**src/rtl/sra_pkg.sv**
```systemverilog
package sra_pkg;

    // Register offsets inside one view
    localparam int OFS_EVT       = 0;
    localparam int OFS_IEN       = 1;
    localparam int OFS_PEND      = 2;
    localparam int OFS_QEVT      = 3;
    localparam int OFS_MASK_BASE = 4;

    typedef enum logic [1:0] {
        VIEW_GLOBAL = 2'd0,
        VIEW_REGION = 2'd1,
        VIEW_NONE   = 2'd2
    } view_kind_e;

    typedef enum logic [2:0] {
        REG_EVT   = 3'd0,
        REG_IEN   = 3'd1,
        REG_PEND  = 3'd2,
        REG_QEVT  = 3'd3,
        REG_DMASK = 3'd4,
        REG_QMASK = 3'd5,
        REG_NONE  = 3'd6
    } reg_kind_e;

    typedef struct packed {
        view_kind_e kind;
        logic [7:0] region;
        reg_kind_e  target;
        logic [7:0] mask_idx;
    } access_t;

    // Replace only the bits selected by keep_new
    function automatic logic [31:0] merge_bits(input logic [31:0] old_v,
                                               input logic [31:0] new_v,
                                               input logic [31:0] keep_new);
        return (old_v & ~keep_new) | (new_v & keep_new);
    endfunction

endpackage

```
**src/rtl/sra_addr_decode.sv**
```systemverilog
module sra_addr_decode
    import sra_pkg::*;
#(
    parameter int NUM_REGIONS = 4,
    parameter int VIEW_W      = 3,
    parameter int OFS_W       = 4
) (
    input  logic [VIEW_W+OFS_W-1:0] addr_i,
    output access_t                 acc_o
);
    localparam int ADDR_W = VIEW_W + OFS_W;

    logic [VIEW_W-1:0] view;
    logic [OFS_W-1:0]  ofs;
    int                o;
    int                v;

    assign view = addr_i[ADDR_W-1:OFS_W];
    assign ofs  = addr_i[OFS_W-1:0];

    always_comb begin
        v = int'(view);
        o = int'(ofs);
        acc_o          = '0;
        acc_o.kind     = VIEW_NONE;
        acc_o.target   = REG_NONE;
        acc_o.region   = '0;
        acc_o.mask_idx = '0;

        if (v == 0) begin
            acc_o.kind = VIEW_GLOBAL;
        end else if (v <= NUM_REGIONS) begin
            acc_o.kind   = VIEW_REGION;
            acc_o.region = 8'(v - 1);
        end

        if (o == OFS_EVT) begin
            acc_o.target = REG_EVT;
        end else if (o == OFS_IEN) begin
            acc_o.target = REG_IEN;
        end else if (o == OFS_PEND) begin
            acc_o.target = REG_PEND;
        end else if (o == OFS_QEVT) begin
            acc_o.target = REG_QEVT;
        end else if (o >= OFS_MASK_BASE && o < OFS_MASK_BASE + NUM_REGIONS) begin
            acc_o.target   = REG_DMASK;
            acc_o.mask_idx = 8'(o - OFS_MASK_BASE);
        end else if (o >= OFS_MASK_BASE + NUM_REGIONS &&
                     o < OFS_MASK_BASE + 2 * NUM_REGIONS) begin
            acc_o.target   = REG_QMASK;
            acc_o.mask_idx = 8'(o - OFS_MASK_BASE - NUM_REGIONS);
        end
    end

endmodule

```
**src/rtl/sra_mask_bank.sv**
```systemverilog
module sra_mask_bank
    import sra_pkg::*;
#(
    parameter int NUM_REGIONS = 4,
    parameter int NUM_CH      = 32,
    parameter int NUM_QCH     = 8
) (
    input  logic                                clk,
    input  logic                                rst,
    input  logic                                wr_en_i,
    input  access_t                             acc_i,
    input  logic [31:0]                         wdata_i,
    output logic [NUM_REGIONS-1:0][NUM_CH-1:0]  dmask_o,
    output logic [NUM_REGIONS-1:0][NUM_QCH-1:0] qmask_o
);
    logic global_wr;

    // Only the unfiltered view may change ownership
    assign global_wr = wr_en_i && (acc_i.kind == VIEW_GLOBAL);

    always_ff @(posedge clk) begin
        if (rst) begin
            dmask_o <= '0;
            qmask_o <= '0;
        end else if (global_wr) begin
            for (int r = 0; r < NUM_REGIONS; r++) begin
                if (acc_i.mask_idx == 8'(r)) begin
                    if (acc_i.target == REG_DMASK) dmask_o[r] <= wdata_i[NUM_CH-1:0];
                    if (acc_i.target == REG_QMASK) qmask_o[r] <= wdata_i[NUM_QCH-1:0];
                end
            end
        end
    end

endmodule

```
**src/rtl/sra_chan_regs.sv**
```systemverilog
module sra_chan_regs
    import sra_pkg::*;
#(
    parameter int NUM_CH  = 32,
    parameter int NUM_QCH = 8
) (
    input  logic               clk,
    input  logic               rst,
    input  logic               wr_en_i,
    input  access_t            acc_i,
    input  logic [31:0]        wdata_i,
    input  logic [NUM_CH-1:0]  wmask_i,
    input  logic [NUM_QCH-1:0] qwmask_i,
    input  logic [NUM_CH-1:0]  done_i,
    output logic [NUM_CH-1:0]  evt_o,
    output logic [NUM_CH-1:0]  ien_o,
    output logic [NUM_CH-1:0]  pend_o,
    output logic [NUM_QCH-1:0] qevt_o
);
    logic [NUM_CH-1:0]  wd;
    logic [NUM_CH-1:0]  evt_n, ien_n, pend_n, pend_clr;
    logic [NUM_QCH-1:0] qevt_n;
    logic [31:0]        evt_ext, ien_ext, wd_ext, m_ext;
    logic [31:0]        evt_mrg, ien_mrg;

    assign wd = wdata_i[NUM_CH-1:0];

    always_comb begin
        evt_ext = '0;  evt_ext[NUM_CH-1:0] = evt_o;
        ien_ext = '0;  ien_ext[NUM_CH-1:0] = ien_o;
        wd_ext  = '0;  wd_ext[NUM_CH-1:0]  = wd;
        m_ext   = '0;  m_ext[NUM_CH-1:0]   = wmask_i;
        evt_mrg = merge_bits(evt_ext, wd_ext, m_ext);
        ien_mrg = merge_bits(ien_ext, wd_ext, m_ext);

        evt_n    = evt_o;
        ien_n    = ien_o;
        qevt_n   = qevt_o;
        pend_clr = '0;

        if (wr_en_i) begin
            case (acc_i.target)
                REG_EVT:  evt_n    = evt_mrg[NUM_CH-1:0];
                REG_IEN:  ien_n    = ien_mrg[NUM_CH-1:0];
                REG_PEND: pend_clr = wd & wmask_i;
                REG_QEVT: qevt_n   = (qevt_o & ~qwmask_i) |
                                     (wdata_i[NUM_QCH-1:0] & qwmask_i);
                default:  ;
            endcase
        end
        // Completion set has priority over a software clear
        pend_n = (pend_o & ~pend_clr) | done_i;
    end

    always_ff @(posedge clk) begin
        if (rst) begin
            evt_o  <= '0;
            ien_o  <= '0;
            pend_o <= '0;
            qevt_o <= '0;
        end else begin
            evt_o  <= evt_n;
            ien_o  <= ien_n;
            pend_o <= pend_n;
            qevt_o <= qevt_n;
        end
    end

endmodule

```
**src/rtl/sra_irq_reduce.sv**
```systemverilog
module sra_irq_reduce #(
    parameter int NUM_REGIONS = 4,
    parameter int NUM_CH      = 32
) (
    input  logic                               clk,
    input  logic                               rst,
    input  logic [NUM_CH-1:0]                  pend_i,
    input  logic [NUM_CH-1:0]                  ien_i,
    input  logic [NUM_REGIONS-1:0][NUM_CH-1:0] dmask_i,
    output logic [NUM_REGIONS-1:0]             irq_o
);
    logic [NUM_CH-1:0]      live;
    logic [NUM_REGIONS-1:0] hit;

    assign live = pend_i & ien_i;

    for (genvar r = 0; r < NUM_REGIONS; r++) begin : g_region
        assign hit[r] = |(live & dmask_i[r]);
    end

    always_ff @(posedge clk) begin
        if (rst) irq_o <= '0;
        else     irq_o <= hit;
    end

endmodule

```
**src/rtl/shadow_region_filter.sv**
```systemverilog
module shadow_region_filter
    import sra_pkg::*;
#(
    parameter  int NUM_REGIONS = 4,
    parameter  int NUM_CH      = 32,
    parameter  int NUM_QCH     = 8,
    localparam int VIEW_W      = $clog2(NUM_REGIONS + 1),
    localparam int OFS_W       = $clog2(OFS_MASK_BASE + 2 * NUM_REGIONS),
    localparam int ADDR_W      = VIEW_W + OFS_W
) (
    input  logic                   clk,
    input  logic                   rst,
    input  logic [ADDR_W-1:0]      addr_i,
    input  logic                   wr_en_i,
    input  logic [31:0]            wdata_i,
    output logic [31:0]            rdata_o,
    input  logic [NUM_CH-1:0]      done_i,
    output logic [NUM_REGIONS-1:0] irq_o
);
    access_t                              acc;
    logic [NUM_REGIONS-1:0][NUM_CH-1:0]   dmask;
    logic [NUM_REGIONS-1:0][NUM_QCH-1:0]  qmask;
    logic [NUM_CH-1:0]                    sel_m;
    logic [NUM_QCH-1:0]                   sel_q;
    logic [NUM_CH-1:0]                    evt_q, ien_q, pend_q;
    logic [NUM_QCH-1:0]                   qevt_q;
    logic [NUM_CH-1:0]                    mask_rd_d;
    logic [NUM_QCH-1:0]                   mask_rd_q;

    sra_addr_decode #(
        .NUM_REGIONS (NUM_REGIONS),
        .VIEW_W      (VIEW_W),
        .OFS_W       (OFS_W)
    ) dec_i (
        .addr_i (addr_i),
        .acc_o  (acc)
    );

    sra_mask_bank #(
        .NUM_REGIONS (NUM_REGIONS),
        .NUM_CH      (NUM_CH),
        .NUM_QCH     (NUM_QCH)
    ) masks_i (
        .clk     (clk),
        .rst     (rst),
        .wr_en_i (wr_en_i),
        .acc_i   (acc),
        .wdata_i (wdata_i),
        .dmask_o (dmask),
        .qmask_o (qmask)
    );

    // Bit filter for the current view
    always_comb begin
        sel_m     = '0;
        sel_q     = '0;
        mask_rd_d = '0;
        mask_rd_q = '0;
        if (acc.kind == VIEW_GLOBAL) begin
            sel_m = '1;
            sel_q = '1;
        end
        for (int r = 0; r < NUM_REGIONS; r++) begin
            if (acc.kind == VIEW_REGION && acc.region == 8'(r)) begin
                sel_m = dmask[r];
                sel_q = qmask[r];
            end
            if (acc.mask_idx == 8'(r)) begin
                mask_rd_d = dmask[r];
                mask_rd_q = qmask[r];
            end
        end
    end

    sra_chan_regs #(
        .NUM_CH  (NUM_CH),
        .NUM_QCH (NUM_QCH)
    ) chan_i (
        .clk      (clk),
        .rst      (rst),
        .wr_en_i  (wr_en_i),
        .acc_i    (acc),
        .wdata_i  (wdata_i),
        .wmask_i  (sel_m),
        .qwmask_i (sel_q),
        .done_i   (done_i),
        .evt_o    (evt_q),
        .ien_o    (ien_q),
        .pend_o   (pend_q),
        .qevt_o   (qevt_q)
    );

    sra_irq_reduce #(
        .NUM_REGIONS (NUM_REGIONS),
        .NUM_CH      (NUM_CH)
    ) irq_i (
        .clk     (clk),
        .rst     (rst),
        .pend_i  (pend_q),
        .ien_i   (ien_q),
        .dmask_i (dmask),
        .irq_o   (irq_o)
    );

    // Filtered read path
    always_comb begin
        rdata_o = '0;
        case (acc.target)
            REG_EVT:  rdata_o[NUM_CH-1:0]  = evt_q  & sel_m;
            REG_IEN:  rdata_o[NUM_CH-1:0]  = ien_q  & sel_m;
            REG_PEND: rdata_o[NUM_CH-1:0]  = pend_q & sel_m;
            REG_QEVT: rdata_o[NUM_QCH-1:0] = qevt_q & sel_q;
            REG_DMASK: if (acc.kind == VIEW_GLOBAL) rdata_o[NUM_CH-1:0]  = mask_rd_d;
            REG_QMASK: if (acc.kind == VIEW_GLOBAL) rdata_o[NUM_QCH-1:0] = mask_rd_q;
            default: ;
        endcase
    end

endmodule

```
**config.mk**
```make
export PLATFORM = sky130hd
export DESIGN_NAME = shadow_region_filter
export DESIGN_NICKNAME = d
export VERILOG_FILES = /design/src/rtl/sra_pkg.sv /design/src/rtl/sra_addr_decode.sv /design/src/rtl/sra_mask_bank.sv /design/src/rtl/sra_chan_regs.sv /design/src/rtl/sra_irq_reduce.sv /design/src/rtl/shadow_region_filter.sv
export SDC_FILE = /design/constraint.sdc
export NUM_CORES = 1
export LEC_CHECK = 0
export ABC_AREA = 1
export BUFFER_PORTS_ARGS = -buffer_cell sky130_fd_sc_hd__buf_4
export CORE_MARGIN = 8
export CORE_UTILIZATION = 55
export CTS_CLUSTER_DIAMETER = 150
export DETAILED_ROUTE_END_ITERATION = 6
export HOLD_SLACK_MARGIN = 0.12
export PLACE_DENSITY = 0.77
export SKIP_CTS_REPAIR_TIMING = 1
export SLEW_MARGIN = 20
export SYNTH_ARGS = -nofsm -noshare
export SYNTH_HDL_FRONTEND = slang
export SYNTH_SLANG_ARGS = --single-unit
```
**constraint.sdc**
```tcl
create_clock -name clk -period 2.1 [get_ports clk]
set_input_delay 0.21 -clock clk [delete_from_list [all_inputs] [get_ports clk]]
set_output_delay 0.21 -clock clk [all_outputs]
set_load 0.005 [all_outputs]
```
; ---- After elaboration in Yosys (flattened, before gate mapping)
; Cells that the tools add are included.
; W data, S select, Z words.
[totals]
in_bits = 74
word_cells = 123
out_inout_bits = 36
reg_bits = 268
[op_classes]
magnitude_cmp = 5
reduce_logical = 28
n_eq_ne = 15
muxes = 37
n_bitwise = 22
n_addsub = 3
[ops]
columns = op, count
row1 = $and A32 B32 Y32, 12
row2 = $mux W32, 12
row3 = $reduce_or A32 Y1, 4
row4 = $mux W8, 15
row5 = $or A32 B32 Y32, 3
row6 = $pmux W24 S4, 1
row7 = $not A32 Y32, 2
row8 = $pmux W8 S6, 1
row9 = $eq A8 B2 Y1 const B, 4
row10 = $mux W10, 3
row11 = $and A8 B8 Y8, 3
row12 = $reduce_and A3 Y1, 8
row13 = $eq A8 B1 Y1 const B, 2
row14 = $logic_not A8 Y1, 2
row15 = $mux W3, 4
row16 = $eq A4 B3 Y1 const B, 2
row17 = $lt A4 B4 Y1 const B, 2
row18 = $not A8 Y8, 1
row19 = $or A8 B8 Y8, 1
row20 = $sub A8 B4 Y8 const B, 1
row21 = $logic_and A1 B1 Y1, 7
row22 = $eq A3 B2 Y1 const B, 2
row23 = $eq A3 B3 Y1 const B, 2
row24 = $logic_not A3 Y1, 2
row25 = 12 further kinds, 14

; ---- Longest topological paths before layout
[logic_depth]
depth_word = 15
mapped_depth = 19
depth_no_buf = 18

; ---- By module
; From an unflattened synthesis, not the netlist that was laid out.
[hier_totals]
hier_cells = 2953
hier_area_um2 = 17402.9
[modules_own_cells]
columns = module, seq_area_each_um2, cells_per_inst, area_per_inst_um2, n_inst
row1 = sra_mask_bank, 3203.1, 943, 6731.5, 1
row2 = sra_chan_regs, 2082.0, 745, 4958.5, 1
row3 = shadow_region_filter, 0.0, 953, 4155.2, 1
row4 = sra_irq_reduce, 80.1, 256, 1191.1, 1
row5 = sra_addr_decode, 0.0, 56, 366.6, 1

; ---- Least setup slack after synthesis
; Ideal clock, no wire load.
[synth_path]
path_kind = in2out
start = in addr_i[4]
end = out rdata_o[2]
path_stages = 17
path_buffers = 2
arrival_ns = 2.053
path_slack_ns = -0.163
required_ns = 1.890
cell_sequence = inv_1 -> ha_1 -> inv_1 -> ha_1 -> nor2_4 -> nand3_2 -> nand2_2 -> nor2_2 -> buf_6 -> buf_6 -> a21oi_1 -> nand2_1 -> nand2_1 -> nand2_1 -> nand2_1 -> nor2_1 -> nor2_1
[synth_between]
elab_chain_len = 11
elab_cells_between_ends = 33
cone_classes = add/sub (1) / order compare (1) / eq/ne (4) / mux (16) / bitwise (4) / reduce/logical (7)
[synth_lines]
columns = element, line_no
row1 = from (decl), shadow_region_filter.sv:13  ; input logic [ADDR_W-1:0] addr_i,
row2 = $sub A3 B1 Y4 / $le A3 B3 Y1 (equally long branches), "sra_addr_decode.sv:34, sra_addr_decode.sv:32"
row3 = $mux W10, sra_addr_decode.sv:32  ; end else if (v <= NUM_REGIONS) begin
row4 = $mux W8 / $mux W2 (equally long branches), sra_addr_decode.sv:30  ; if (v == 0) begin
row5 = $logic_not A8 Y1 (tied with other cells), shadow_region_filter.sv:64  ; if (acc.kind == VIEW_REGION && acc.region == 8'(r)) begin
row6 = $logic_and A1 B1 Y1 (tied with other cells), shadow_region_filter.sv:64
row7 = $mux W8 / $mux W32 (equally long branches) (4 in a row), shadow_region_filter.sv:64
row8 = $and A8 B8 Y8 (tied with other cells), shadow_region_filter.sv:112  ; REG_QEVT: rdata_o[NUM_QCH-1:0] = qevt_q & sel_q;
row9 = $pmux W8 S6 *, shadow_region_filter.sv:108  ; case (acc.target)
row10 = to (decl), shadow_region_filter.sv:16  ; output logic [31:0] rdata_o,
; Every way passes the cells marked *; elsewhere a longest branch is shown, timed or not.

; ---- Worst setup path after layout
[layout_path]
start = in addr_i[4]
end = out rdata_o[26]
[layout_between]
elab_chain_len = 11
elab_cells_between_ends = 26
cone_classes = add/sub (1) / order compare (1) / eq/ne (4) / mux (10) / bitwise (3) / reduce/logical (7)
[layout_lines]
columns = element, line_no
row1 = $sub A3 B1 Y4 / $le A3 B3 Y1 (equally long branches), "sra_addr_decode.sv:34, sra_addr_decode.sv:32"
row2 = $mux W10, sra_addr_decode.sv:32
row3 = $mux W8 / $mux W2 (equally long branches), sra_addr_decode.sv:30
row4 = $logic_not A8 Y1 (tied with other cells), shadow_region_filter.sv:64
row5 = $logic_and A1 B1 Y1 / $mux W32 (equally long branches), "shadow_region_filter.sv:64, shadow_region_filter.sv:59"
row6 = $mux W32 (4 in a row), shadow_region_filter.sv:64
row7 = $and A32 B32 Y32 (on tied branches), "shadow_region_filter.sv:111, shadow_region_filter.sv:109, shadow_region_filter.sv:110"
row8 = $pmux W24 S4 *, shadow_region_filter.sv:108
; Marked as above.

==> impl_metrics.yaml <==
run_status:
  outcome: "complete, but fails checks"
  violations: "negative setup slack"
synth:
  postSynth.asyncResetShare: 0
  synthDistinctLibCells: 44
  syn-cell-area_um2: 15300
  yosysWarningCount: 0
  postSynthAreaPerCell_um2: 6.36
  syn_nets: 2490
  yosysSeqAreaShare: 0.351
  synth_seq_cells: 268
  ys.flop_type: "dfxtp_1"
  synth_edf_count: 0
  syn_inst: 2405
drt:
  drc: 0
  via_per_inst: 6.20
  firstDrtPassIters: 7
  drtAntennaViolNets: 0
  vias: 19271
  routed_wl_um: 64800
  wire_per_inst_um: 20.8
  first_iter_violations: 3020
worst_hold_path:
  hold_class: "in2reg"
  hold_path_depth: 7
  min_to: "chan_i.pend_o[12]$_SDFF_PP0_"
  min_from: "wr_en_i"
timing:
  hold_viol: 0
  layout_setup_ws_ns: -0.575
  final-setup-viol-count: 32
  holdWs_ns: 0.298
  timing.fmax_ghz: 0.374
  period_share: 1.27
  max_slew_margin: 0.530
  slew_viol_final: 0
  fin_skew_ns: 0.0204
  rsz0062_at_grt: "true"
  worst_slew_pin_slew_ns: 0.705
  min_period_ns: 2.68
global_routing:
  busiest_layer: "met2"
  grtUsageTotal: 0.344
  grt_pass1_vias: 16987
  met1_usage: 0.446
  grt_use_met2: 0.551
  antenna_found_initial: 1
  gr-total-overflow: 0
  grt_pass1_wl_um: 92700
  grt_max_degree: 62
  grtUsageMet3: 0.0653
cts:
  clk_pin_slew_ns: 0.06
  cts_buffer_depth: 3
  cts_tree: "yes"
  cts-htree-levels: 1
  root_buffer: "clkbuf_16"
  clk_latency_ns: 0.59
  cts_buffers: 30
  cts.sinks: 268
power:
  powerDensity_nw_per_um2: 660
  ir_worst_vdd_mv: 0.634
  p_leak_uw: 0.00902
floorplan:
  dieArea_um2: 33400
  die_x_um: 183
  ios: 110
  start_util: 0.555
  die_height_um: 183
  fp-row-count: 61
  core_um2: 27600
worst_setup_path:
  worstPathMaxFanout: 6
  critPathArrivalTime_ns: 2.47
  reg2regPathDepth: 6
  cp-end-kind: "output pin"
  r2r_end: "irq_i.irq_o[3]$_SDFF_PP0_"
  path_class: "in2out"
  r2r_slack_ns: 0.20
  required_ns: 1.89
  cp-start-kind: "primary input"
finish:
  drive_gt1_frac: 0.212
  area_growth_pct: 36.1
  nNetsFinal: 2791
  fin_area_um2: 20800
  final_common_cell: "nand2_1"
  final_cell_mix: "nand2_1 (491), a21oi_1 (308), buf_4 (275)"
placed_design:
  dpl_cell_area_um2: 18000
  gp_congestion: 0.993
  place_hpwl_um: 42500
  port_buffers: 109
flow_run:
  maxCapViolations: 0
==> logic make-up after synthesis <==
| kind of cell | Yosys count | synth area share |
|---|---|---|
| buffers and inverters | 356 | 0.0972 |
| AO/OA/AOI/OAI | 648 | 0.227 |
| flip-flops | 268 | 0.351 |
| adder cells (fa/ha/maj) | 11 | 0.00900 |
| AND/OR/NAND/NOR | 1122 | 0.316 |
==> how the worst max path moves through the flow <==
stage	cells past startpoint	start	to	slack [ns]
floorplan	14	addr_i[4]	rdata_o[3]	-0.04
global placement	17	addr_i[5]	rdata_o[6]	-0.52
CTS	17	addr_i[5]	rdata_o[4]	-0.55
detailed placement	17	addr_i[5]	rdata_o[4]	-0.54
global route	19	addr_i[4]	rdata_o[26]	-0.68
finish	19	addr_i[4]	rdata_o[26]	-0.58
==> routing by layer <==
metal	vias up	wire length [µm]
met3	328	8280
met2	1393	28900
met4	0	3860
met5	-	0
met1	8881	23800
li1	8669	-
==> area by class of cell <==
class	instances	area, µm²
inverter	211	821
timing repair buffer	413	4040
clock buffer	40	858
multi-input combinational	1781	9000
clock inverter	16	249
sequential	268	5370
tap	378	473
antenna	1	2.50
fill	2092	6740
timing repair inverter	1	6.26
==> power breakdown <==
| part | total (µW) | switching [µW] | internal [µW] |
|---|---|---|---|
| registers | 5240 | 87.3 | 5150 |
| clock network | 5910 | 2310 | 3600 |
| logic | 2590 | 1500 | 1090 |
==> metrics by stage <==
step | util | cells | setup slack (ns) | total power (µW) | TNS [ns]
2_1_floorplan | - | 2405 | -0.0396 | 6400 | -0.426
3_3_place_gp | 0.652 | 2948 | -0.522 | 7330 | -84.73
3_5_place_dp | 0.652 | 2948 | -0.537 | 7360 | -100.58
4_1_cts | 0.692 | 3004 | -0.553 | 13200 | -15.78
5_1_grt | 0.755 | 3109 | -0.676 | 14100 | -19.85
6_report | 0.755 | 3109 | -0.575 | 13700 | -15.73
==> cell usage after synthesis, drive strengths merged, types with 2 or more instances <==
library cell | number | area, µm²
nand2 | 553 | 2120
a21oi | 326 | 1640
nand3 | 271 | 1380
dfxtp | 268 | 5370
nor2 | 244 | 976
o21ai | 237 | 1200
inv | 205 | 772
buf | 85 | 467
clkbuf | 60 | 225
nand4 | 39 | 250
o22ai | 23 | 144
o211ai | 20 | 150
a31oi | 14 | 87.6
ha | 11 | 138
a221oi | 6 | 52.6
clkinv | 6 | 22.5
o221ai | 6 | 52.6
or2 | 6 | 37.5
a311oi | 5 | 43.8
nor4 | 5 | 46.3
a22o | 4 | 35.0
nor3 | 3 | 20.0
o2111ai | 3 | 26.3
a31o | 2 | 17.5
==> critical path: stages <==
cell and delay [ns]:
buf_8 0.07, clkinvlp_4 0.09, ha_4 0.19, inv_2 0.06, ha_4 0.12, nor2_4 0.04
buf_6 0.12, a21oi_4 0.20, nand2_2 0.10, nor2_4 0.23, clkinv_4 0.24, buf_12 0.22
nor2_4 0.10, nor2_2 0.04, nand2_2 0.07, nand2_2 0.07, nand2_1 0.08, nand2_1 0.07
buf_6 0.13
Power figures use the tool's default switching activity.
